[src/rtl/f2b_pkg.sv]
package f2b_pkg;

   // Outcome of placing the input against the usable window.
   typedef enum logic [1:0] {
      RNG_IN   = 2'd0,
      RNG_LOW  = 2'd1,
      RNG_HIGH = 2'd2
   } rng_e;

endpackage

[src/rtl/f2b_unpack.sv]
module f2b_unpack #(
   parameter int EXP_W  = 8,
   parameter int FRAC_W = 23,
   parameter int OUT_W  = 8
) (
   input  logic [EXP_W+FRAC_W:0] word,
   output logic                  sign,
   output logic [EXP_W-1:0]      expo,
   output logic [OUT_W-1:0]      top
);

   localparam int SIGN_POS = EXP_W + FRAC_W;
   localparam int DROP_W   = FRAC_W - OUT_W;

   if (OUT_W > FRAC_W) begin : g_bad_width
      $error("f2b_unpack: OUT_W must not exceed FRAC_W");
   end

   assign sign = word[SIGN_POS];
   assign expo = word[SIGN_POS-1 -: EXP_W];

   if (DROP_W == 0) begin : g_full
      assign top = word[FRAC_W-1:0];
   end else begin : g_trunc
      // Low fraction bits below the code are discarded, no rounding.
      assign top = word[FRAC_W-1 -: OUT_W];
   end

endmodule

[src/rtl/f2b_classify.sv]
module f2b_classify
   import f2b_pkg::*;
#(
   parameter int EXP_W = 8,
   parameter int BIAS  = 127
) (
   input  logic             sign,
   input  logic [EXP_W-1:0] expo,
   output rng_e             rng
);

   localparam logic [EXP_W-1:0] UNIT_EXP = EXP_W'(BIAS);

   if (BIAS <= 0 || BIAS >= (1 << EXP_W) - 1) begin : g_bad_bias
      $error("f2b_classify: BIAS out of exponent range");
   end

   always_comb begin
      if (sign) begin
         rng = RNG_LOW;
      end else if (expo < UNIT_EXP) begin
         rng = RNG_LOW;
      end else if (expo > UNIT_EXP) begin
         rng = RNG_HIGH;
      end else begin
         rng = RNG_IN;
      end
   end

endmodule

[src/rtl/f2b_clamp.sv]
module f2b_clamp
   import f2b_pkg::*;
#(
   parameter int OUT_W = 8
) (
   input  rng_e             rng,
   input  logic [OUT_W-1:0] top,
   output logic [OUT_W-1:0] code,
   output logic             sat
);

   localparam logic [OUT_W-1:0] CODE_MIN = '0;
   localparam logic [OUT_W-1:0] CODE_MAX = '1;

   always_comb begin
      unique case (rng)
         RNG_LOW: begin
            code = CODE_MIN;
            sat  = 1'b1;
         end
         RNG_HIGH: begin
            code = CODE_MAX;
            sat  = 1'b1;
         end
         default: begin
            code = top;
            sat  = 1'b0;
         end
      endcase
   end

endmodule

[src/rtl/f2b_sat_conv.sv]
module f2b_sat_conv
   import f2b_pkg::*;
#(
   parameter int EXP_W  = 8,
   parameter int FRAC_W = 23,
   parameter int OUT_W  = 8,
   parameter int BIAS   = 127
) (
   input  logic                   clk,
   input  logic                   rst_n,
   input  logic                   in_vld,
   input  logic [EXP_W+FRAC_W:0]  in_word,
   output logic                   out_vld,
   output logic [OUT_W-1:0]       out_code,
   output logic                   out_sat
);

   if (EXP_W < 2 || FRAC_W < 1 || OUT_W < 1) begin : g_bad_cfg
      $error("f2b_sat_conv: field widths too small");
   end

   logic             w_sign;
   logic [EXP_W-1:0] w_expo;
   logic [OUT_W-1:0] w_top;
   rng_e             w_rng;
   logic [OUT_W-1:0] w_code;
   logic             w_sat;

   f2b_unpack #(
      .EXP_W  (EXP_W),
      .FRAC_W (FRAC_W),
      .OUT_W  (OUT_W)
   ) u_unpack (
      .word (in_word),
      .sign (w_sign),
      .expo (w_expo),
      .top  (w_top)
   );

   f2b_classify #(
      .EXP_W (EXP_W),
      .BIAS  (BIAS)
   ) u_classify (
      .sign (w_sign),
      .expo (w_expo),
      .rng  (w_rng)
   );

   f2b_clamp #(
      .OUT_W (OUT_W)
   ) u_clamp (
      .rng  (w_rng),
      .top  (w_top),
      .code (w_code),
      .sat  (w_sat)
   );

   always_ff @(posedge clk or negedge rst_n) begin
      if (!rst_n) begin
         out_vld  <= 1'b0;
         out_code <= '0;
         out_sat  <= 1'b0;
      end else begin
         out_vld <= in_vld;
         if (in_vld) begin
            out_code <= w_code;
            out_sat  <= w_sat;
         end
      end
   end

endmodule

[config.mk]
export PLATFORM = sky130hd
export DESIGN_NAME = f2b_sat_conv
export DESIGN_NICKNAME = d
export VERILOG_FILES = /design/src/rtl/f2b_pkg.sv /design/src/rtl/f2b_unpack.sv /design/src/rtl/f2b_classify.sv /design/src/rtl/f2b_clamp.sv /design/src/rtl/f2b_sat_conv.sv
export SDC_FILE = /design/constraint.sdc
export NUM_CORES = 1
export LEC_CHECK = 0
export ABC_AREA = 1
export BUFFER_PORTS_ARGS = -buffer_cell sky130_fd_sc_hd__buf_2
export CAP_MARGIN = 10
export CORE_MARGIN = 5
export CORE_UTILIZATION = 34
export DETAILED_ROUTE_END_ITERATION = 10
export PLACE_DENSITY = 0.73
export RECOVER_POWER = 100
export SKIP_LAST_GASP = 1
export SLEW_MARGIN = 20
export SYNTH_ARGS = -nofsm -noshare
export SYNTH_HDL_FRONTEND = slang
export SYNTH_SLANG_ARGS = --single-unit
[constraint.sdc]
create_clock -name clk -period 0.8 [get_ports clk]
set_input_delay 0.08 -clock clk [delete_from_list [all_inputs] [get_ports clk]]
set_output_delay 0.08 -clock clk [all_outputs]
set_load 0.05 [all_outputs]
Word-level counts from Yosys, hierarchy flattened
Cells that the tools add are included.
- flip-flop bits (word level): 10
- input port bits: 35
- output and inout bits: 10
- word-level logic and storage cells: 13
- magnitude comparators: 2
- equal/unequal tests: 2
- mux-type cells: 5
- reduce and logical (&&, ||, !) cells: 1
- operators by type and width (cell ; count):
    $pmux 8 s2 ; 1
    $gt 8x7->1 const B ; 1
    $lt 8x7->1 const B ; 1
    $mux 2 ; 3
    $eq 2x1->1 const B ; 1
    $eq 2x2->1 const B ; 1
    $reduce_or 2->1 ; 1
    $mux 1 ; 1

Logic depth before layout (Yosys ltp)
Gate-level depths: netlist of the first run.
- word-level depth: 7
- depth in mapped cells: 4
- gate-level depth less buffers: 4

Modules after synthesis
A second synthesis of the first run with hierarchy kept.
- cells, all modules: 87
- area, all modules: 663.1 um^2
- modules (own cells, without submodules) (module ; instances ; cells each ; area each (um^2) ; sequential area each (um^2)):
    f2b_sat_conv ; 1 ; 39 ; 366.6 ; 250.2
    f2b_unpack ; 1 ; 17 ; 127.6 ; 0.0
    f2b_clamp ; 1 ; 21 ; 123.9 ; 0.0
    f2b_classify ; 1 ; 10 ; 45.0 ; 0.0

Worst setup path after synthesis of the first run
OpenSTA, ideal clock, no wires.
- kind: register -> register
- from: reg out_sat (netlist name)
- to: reg out_sat
- library setup time: 119 ps
- data arrival time: 776 ps
- required time: 681 ps
- setup slack: -95 ps
- stages on the path, launching flop included: 2
- buffers on the path: 0
- period minus slack after synthesis: 895 ps
- cell sequence: dfrtp_1 > o21a_1
- RTL lines (element ; RTL line ; text):
    end signal: assignment ; f2b_sat_conv.sv:67 ; out_sat <= w_sat;
    end: declaration ; f2b_sat_conv.sv:15 ; output logic out_sat

Final worst setup path of the first run
- from: reg out_code[1]
- to: out out_code[1]
- RTL lines (element ; RTL line ; text):
    start: declaration ; f2b_sat_conv.sv:14 ; output logic [OUT_W-1:0] out_code,
    start signal: assignment ; f2b_sat_conv.sv:66 ; out_code <= w_code;
No word-level cell between the ends.

==> results.cfg, run 1 <==
[synth]
ys_seq_area_frac = 0.5420
syn_area_sq_um = 461.7
synth_warnings = 0
syn_nets = 82
synth_area_per_cell_sq_um = 9.823
synth_seq_cells = 10
syn_inst = 47
synth_cell_types = 10

[global_route]
grt_pass1_vias = 430
grt_pass1_wl_microns = 1842
gr-usage-all-layers = 0.1185
antenna_found_initial = 0
overflow = 0
grt_max_degree = 11

[detailed_routing]
vias = 469
viasPerCell = 4.690
drt_first_pass_iters = 2
wirelength_microns = 1172
drtAntennaViolNets = 0
drt_iter0_drc = 1
drc = 0
wl_per_cell_microns = 11.72

[clock_tree]
numCtsBuffers = 3
clk_pin_slew_worst_paths_ps = 70
cts_root_buf = clkbuf_4
cts_tree = built
clock-sinks = 10
cts-htree-levels = 1
clkLatencyLatePin_ps = 250
clock_path_buffers = 2

[sta]
maxSlewHeadroom = 0.6558
timing.final.max_slew_violations = 0
fin_ws_ps = -103.5
fin_hold_ws_ps = 79.07
fin_tns_setup_ps = -920.5
fmax_mhz = 1107
period_needed_ps = 903.5
rsz0062_at_grt = true
setup_viol = 10
clock_skew_ps = 0
final_hold_viol_count = 0
worst_pin_slew_ps = 516.3
post-route-period-util = 1.129

[worst_setup_path]
timing.critical_path.from = out_code[1]$_DFFE_PN0P_
crit_chain = buf_6
critPathBufInv = 1
path_class = register to output pin
start_kind = register
r2r-start = out_sat$_DFFE_PN0P_
crit_path_max_incr_delay_ps = 410
reg2reg_depth = 2
required_ps = 720
rrSetupSlack_ps = 10
cp_max_fo = 2
worstSetupEndpointType = output pin
worstPathArrival_ps = 820
r2r_end = out_sat$_DFFE_PN0P_
cp.depth = 1
cp_top_family = flip-flops
slowest_stage = dfrtp_2

[placement]
dpl_cell_area_sq_um = 646.9
port_buffers = 29
gp_congestion = 0.7035
place_hpwl_microns = 912.9

[layout]
n_antenna_cell = 0
syn_to_final_growth_pct = 65.31
multi_input_area_sq_um = 195.2
nets = 121
fill_cells = 119
ff_latch_area_sq_um = 261.5
post-route-util = 0.5940
layout-drive-gt1-share = 0.5647
stdcell_area_sq_um = 763.2

[hold_path]
whs_endpoint = out_code[6]$_DFFE_PN0P_
holdCritStartpoint = in_word[21]
whs_path_depth = 3
hp-class = input pin to register

[die]
die-height_microns = 46.85
die_w_microns = 46.85
initial_core_util = 0.3593
ios = 45
rows = 13
die-area_sq_um = 2195
coreArea_sq_um = 1285

[power_and_ir_drop]
p_per_area_nw_per_um2 = 1758
peakVddDrop_v = 0.001075
p_total_mw = 1.342
p_leak_nw = 0.3403

[outcome]
outcome = finished with violations
violations = negative setup slack

[flow_run]
maxCapViolCount = 0
-- cells in the final DEF (no fill, tap or decap) --
master / instances
buf_2: 18
buf_6: 10
nand4_1: 9
dfrtp_2: 9
nor2_1: 8
a21oi_1: 8
buf_4: 4
nand2_1: 3
nor2_4: 3
inv_1: 3
clkbuf_4: 3
clkbuf_1: 3
a21oi_4: 1
o21a_1: 1
dlygate4sd3_1: 1
dfrtp_1: 1
-- sequential cells by signal (all words and copies together), names as in the netlist --
| name | cells |
|---|---|
| out_code | 8 |
| out_vld | 1 |
| out_sat | 1 |
-- where the power goes --
part	internal [mW]	leakage, nW	switching (mW)	total [mW]
registers	0.552	0.107	0.0267	0.579
logic	0.156	0.218	0.251	0.406
clock network	0.192	0.0150	0.164	0.356
-- Yosys cell counts --
library cell  number  area share
a21oi_1            8       0.087
a21oi_4            1       0.035
buf_2              1       0.011
dfrtp_1           10        0.54
inv_1              3       0.024
nand2_1            3       0.024
nand4_1            9        0.12
nor2_1             8       0.065
nor2_4             3       0.073
o21a_1             1       0.016
-- metal layers --
layer,global-route usage,share of wire
met1,0.1513,0.43
met2,0.1816,0.50
met3,0.04215,0.055
met4,0.04972,0.016
met5,0,0
-- final cells by class --
| type | count | share of cell area |
|---|---|---|
| Multi-Input combinational cell | 33 | 0.2557 |
| Sequential cell | 10 | 0.3426 |
| Inverter | 3 | 0.01475 |
| Timing Repair Buffer | 35 | 0.3279 |
| Clock buffer | 4 | 0.03443 |
| Tap cell | 15 | 0.02459 |
-- cells by family after synthesis --
| family | Yosys count | share of synthesized area |
|---|---|---|
| AO/OA/AOI/OAI | 10 | 0.1382 |
| buffers and inverters | 4 | 0.03522 |
| flip-flops | 10 | 0.5420 |
| AND/OR/NAND/NOR | 23 | 0.2845 |
-- repair_timing --
item | CTS | global route
setup endpoints to repair | 10 | 10
hold buffers | 1 | 0
resized for setup | 20 | 0
endpoints found under the hold margin | 10 | 0
pin swaps | 0 | 0
setup buffers | 0 | 3
-- metrics by stage --
stage               cells  worst slack, ps
floorplan              47           -7.102
global placement       92            17.47
detailed placement     92            4.911
CTS                    97           -114.5
global route          100           -142.7
finish                100           -103.5
-- worst max-delay path by stage --
stage,to
final,out_code[1]
after global routing,out_code[2]
after CTS,out_code[7]
after detailed placement,out_code[0]$_DFFE_PN0P_
after global placement,out_code[5]$_DFFE_PN0P_
after floorplan,out_sat$_DFFE_PN0P_
Power figures use the tool's default switching activity.
==> run 2: changes to the inputs <==
--- a/config.mk
+++ b/config.mk
@@ -8,8 +8,10 @@
 export ABC_AREA = 1
 export BUFFER_PORTS_ARGS = -buffer_cell sky130_fd_sc_hd__buf_2
 export CAP_MARGIN = 10
+export CELL_PAD_IN_SITES_DETAIL_PLACEMENT = 1
+export CELL_PAD_IN_SITES_GLOBAL_PLACEMENT = 2
 export CORE_MARGIN = 5
-export CORE_UTILIZATION = 34
+export CORE_UTILIZATION = 17
 export DETAILED_ROUTE_END_ITERATION = 10
 export PLACE_DENSITY = 0.73
 export RECOVER_POWER = 100
==> results.cfg, run 2 (synthesis results as in run 1) <==
[outcome]
outcome = finished with violations
violations = negative setup slack

[sta]
fin_ws_ps = -124.1
worst_pin_slew_ps = 456.8
fin_hold_ws_ps = 63.95
post-route-period-util = 1.155
fin_tns_setup_ps = -1122
period_needed_ps = 924.1
timing.final.max_slew_violations = 0
fmax_mhz = 1082
setup_viol = 11
rsz0062_at_grt = true
maxSlewHeadroom = 0.6955
clock_skew_ps = 0
final_hold_viol_count = 0

[clock_tree]
clock_path_buffers = 2
clock-sinks = 10
numCtsBuffers = 3
cts_tree = built
clk_pin_slew_worst_paths_ps = 70
clkLatencyLatePin_ps = 270
cts-htree-levels = 1
cts_root_buf = clkbuf_4

[worst_setup_path]
path_class = register to output pin
crit_chain = buf_6
rrSetupSlack_ps = 0
slowest_stage = dfrtp_2
cp_max_fo = 2
cp_top_family = flip-flops
critPathBufInv = 1
worstSetupEndpointType = output pin
required_ps = 720
crit_path_max_incr_delay_ps = 420
start_kind = register
worstPathArrival_ps = 840

[detailed_routing]
wl_per_cell_microns = 12.96
drc = 0
vias = 507
drt_iter0_drc = 8
drtAntennaViolNets = 0
wirelength_microns = 1490
drt_first_pass_iters = 4
viasPerCell = 4.409

[placement]
place_hpwl_microns = 1108
gp_congestion = 0.6299
dp_cells = 106
port_buffers = 29
pre_cts_ws_ps = -21.10

[die]
initial_core_util = 0.1814
die_w_microns = 62.12
die-area_sq_um = 3858
ios = 45
rows = 18
coreArea_sq_um = 2545
die-height_microns = 62.12

[power_and_ir_drop]
p_leak_nw = 0.3501
p_per_area_nw_per_um2 = 1851
peakVddDrop_v = 0.0005971

[layout]
fin_cells = 115
multi_input_area_sq_um = 195.2
largestRegisters = out_code: 8 flops, out_sat: 1 flops, out_vld: 1 flops
fill_cells = 308
nets = 121
syn_to_final_growth_pct = 71.82
n_antenna_cell = 0
final_common_cell = buf_2
final_cell_mix = buf_2 (18), buf_6 (10), nand4_1 (9), dfrtp_2 (9)
layout-drive-gt1-share = 0.5882
post-route-util = 0.3117
largest_reg_flops = 8
largest-register = out_code
ff_latch_area_sq_um = 261.5

[flow_run]
maxCapViolCount = 0

[global_route]
grt_pass1_vias = 571
overflow = 0
grt_max_degree = 12
antenna_found_initial = 0
gr-usage-all-layers = 0.08200
grt_pass1_wl_microns = 2546

[hold_path]
hp-class = input pin to register
run 2: cell counts in the layout (fill, tap and decap cells not counted):
Identical to the previous run, type by type.
run 2: layout make-up:
type / count / share of cell area
clock buffers: 4 / 0.04574
inverters: 3 / 0.01420
flip-flops and latches: 10 / 0.3297
repair buffers: 35 / 0.3170
multi-input cells: 33 / 0.2461
well taps: 30 / 0.04732
run 2: worst paths after layout:
kind | from | to | cells after the start
max | out_code[3]$_DFFE_PN0P_ | out_code[3] | 1
min | in_word[20] | out_code[5]$_DFFE_PN0P_ | 3
max reg2reg | out_code[7]$_DFFE_PN0P_ | out_code[7]$_DFFE_PN0P_ | 3
min reg2reg | out_sat$_DFFE_PN0P_ | out_sat$_DFFE_PN0P_ | 1
max in group asynchronous | rst_n | out_code[1]$_DFFE_PN0P_ | 2
min in group asynchronous | rst_n | out_sat$_DFFE_PN0P_ | 2
run 2: power breakdown:
group	leakage [nW]	total (mW)	internal, mW	switching, mW
Combinational	0.222	0.418	0.164	0.255
Clock	0.0210	0.470	0.277	0.193
Sequential	0.107	0.580	0.552	0.0286
Total	0.350	1.47	0.992	0.477
run 2: metal layers:
metal  routed length [microns]  share of wire  vias to the layer above  global-route usage
met5                         0              0                        -                   0
met4                        34          0.023                        0             0.04065
met3                        68          0.046                        5             0.02698
met2                       769           0.52                       13              0.1334
met1                       618           0.41                      246             0.09519
li1                          -              -                      243                   -
run 2: timing repair:
action / CTS / global route
buffers inserted: 0 / 4
hold buffers: 1 / 0
endpoints found under the hold margin: 10 / 0
resized for setup: 20 / 0
endpoints found under the setup margin: 10 / 10
run 2: worst min-delay path, cell delays in order:
cell     delay, ps
buf_2          100
nand4_1         80
a21oi_1         50
run 2: stage by stage:
step	instance area [sq um]	total power, mW
2_1_floorplan	473.0	0.8001
3_3_place_gp	658.1	0.9223
3_5_place_dp	658.1	0.9277
4_1_cts	767.0	1.467
5_1_grt	793.3	1.538
6_report	793.3	1.469
==> run 3: changes to the inputs <==
--- a/config.mk
+++ b/config.mk
@@ -7,7 +7,6 @@
 export LEC_CHECK = 0
 export ABC_AREA = 1
 export BUFFER_PORTS_ARGS = -buffer_cell sky130_fd_sc_hd__buf_2
-export CAP_MARGIN = 10
 export CELL_PAD_IN_SITES_DETAIL_PLACEMENT = 1
 export CELL_PAD_IN_SITES_GLOBAL_PLACEMENT = 2
 export CORE_MARGIN = 5
@@ -16,7 +15,6 @@
 export PLACE_DENSITY = 0.73
 export RECOVER_POWER = 100
 export SKIP_LAST_GASP = 1
-export SLEW_MARGIN = 20
 export SYNTH_ARGS = -nofsm -noshare
 export SYNTH_HDL_FRONTEND = slang
 export SYNTH_SLANG_ARGS = --single-unit
==> constraint.sdc (replaced) <==
create_clock -name clk -period 1 [get_ports clk]
set_input_delay 0.1 -clock clk [delete_from_list [all_inputs] [get_ports clk]]
set_output_delay 0.1 -clock clk [all_outputs]
set_load 0.05 [all_outputs]
==> results.cfg, run 3 (synthesis results as in run 1) <==
[outcome]
outcome = finished clean

[layout]
largestRegisters = out_code: 8 flops, out_sat: 1 flops, out_vld: 1 flops
ff_latch_area_sq_um = 250.2
fin_cells = 110
n_antenna_cell = 0
largest_reg_flops = 8
stdcell_area_sq_um = 696.9
syn_to_final_growth_pct = 50.95
multi_input_area_sq_um = 195.2
layout-drive-gt1-share = 0.4375
final_common_cell = buf_2
fill_cells = 316
final_cell_mix = buf_2 (19), dfrtp_1 (10), nand4_1 (9), clkbuf_4 (9)
post-route-util = 0.2738
nets = 117
largest-register = out_code

[detailed_routing]
viasPerCell = 4.355
drc = 0
wirelength_microns = 1373
wl_per_cell_microns = 12.48
vias = 479
drt_iter0_drc = 1
drtAntennaViolNets = 0
drt_first_pass_iters = 2

[global_route]
gr-usage-all-layers = 0.07193
overflow = 0
grt_max_degree = 12
grt_pass1_vias = 506
grt_pass1_wl_microns = 2228
antenna_found_initial = 0

[hold_path]
hp-class = input pin to register
holdCritStartpoint = in_word[19]
whs_path_depth = 3
whs_endpoint = out_code[4]$_DFFE_PN0P_

[worst_setup_path]
required_ps = 900
rrSetupSlack_ps = 350
worstPathArrival_ps = 860
path_class = register to output pin
crit_path_max_incr_delay_ps = 380
critPathBufInv = 1
cp.depth = 1
cp_max_fo = 2
crit_chain = clkbuf_4
reg2reg_depth = 1
slowest_stage = dfrtp_1
r2r_end = out_sat$_DFFE_PN0P_
start_kind = register
cp_top_family = flip-flops
r2r-start = out_sat$_DFFE_PN0P_
worstSetupEndpointType = output pin

[clock_tree]
clock-sinks = 10
cts-htree-levels = 1
cts_root_buf = clkbuf_4
clkLatencyLatePin_ps = 260
clock_path_buffers = 2
clk_pin_slew_worst_paths_ps = 60
cts_tree = built
numCtsBuffers = 3

[sta]
worst_pin_slew_ps = 572.9
setup_viol = 0
final_hold_viol_count = 0
maxSlewHeadroom = 0.6180
fmax_mhz = 1045
clock_skew_ps = 0
period_needed_ps = 956.8
post-route-period-util = 0.9568
rsz0062_at_grt = true
timing.final.max_slew_violations = 0
fin_ws_ps = 43.16

[die]
initial_core_util = 0.1814
ios = 45
die_w_microns = 62.12
rows = 18
die-height_microns = 62.12
coreArea_sq_um = 2545
die-area_sq_um = 3858

[placement]
place_hpwl_microns = 1093
dpl_cell_area_sq_um = 646.9
dp_cells = 106
gp_congestion = 0.6558
pre_cts_ws_ps = 155.9
port_buffers = 29

[power_and_ir_drop]
peakVddDrop_v = 0.0007217
p_total_mw = 1.009
p_leak_nw = 0.3144
p_per_area_nw_per_um2 = 1448

[flow_run]
maxCapViolCount = 0
[run 3: cell count changes in the layout (fill, tap and decap cells not counted), sizes merged]
| cell | previous run | this run |
|---|---|---|
| buf | 32 | 22 |
| clkbuf | 6 | 11 |
[run 3: layout make-up]
class,instances,area share
multi-input cells,33,0.2801
well taps,30,0.05386
clock buffers,3,0.03232
inverters,3,0.01616
repair buffers,31,0.2585
flip-flops and latches,10,0.3591
[run 3: worst max-delay path by stage]
| stage | from | to | slack [ps] |
|---|---|---|---|
| after floorplan | out_sat$_DFFE_PN0P_ | out_sat$_DFFE_PN0P_ | 100 |
| after global placement | in_word[24] | out_sat$_DFFE_PN0P_ | 190 |
| after detailed placement | in_word[24] | out_code[2]$_DFFE_PN0P_ | 160 |
| after CTS | out_code[0]$_DFFE_PN0P_ | out_code[0] | 0.9 |
| after global routing | out_code[1]$_DFFE_PN0P_ | out_code[1] | -10 |
| final | out_code[0]$_DFFE_PN0P_ | out_code[0] | 40 |
[run 3: timing repair]
action,4_1_cts,5_1_grt
resized for setup,0,12
hold buffers,1,0
endpoints found under the hold margin,10,0
setup endpoints to repair,0,9
buffers inserted,0,0
[run 3: worst min-delay path: stages]
cell and delay, ps:
buf_2 100, nand4_1 80, a21oi_1 50
[run 3: power by group]
part	internal [mW]	switching, mW	leakage [nW]
clock	0.139	0.129	0.0138
sequential	0.437	0.0156	0.116
combinational	0.0889	0.200	0.185
[run 3: per-stage QoR]
stage / setup TNS (ps) / hold WS, ps
finish: 0 / 104.6
global route: -13.52 / 97.33
CTS: 0 / 97.25
detailed placement: 0 / -19.92
global placement: 0 / -22.95
floorplan: 0 / -195.6
[run 3: per-layer routing]
metal	GRT usage	wire [microns]
met5	0	0
met4	0.01626	10
met3	0.04856	117
met2	0.1179	687
met1	0.07549	558
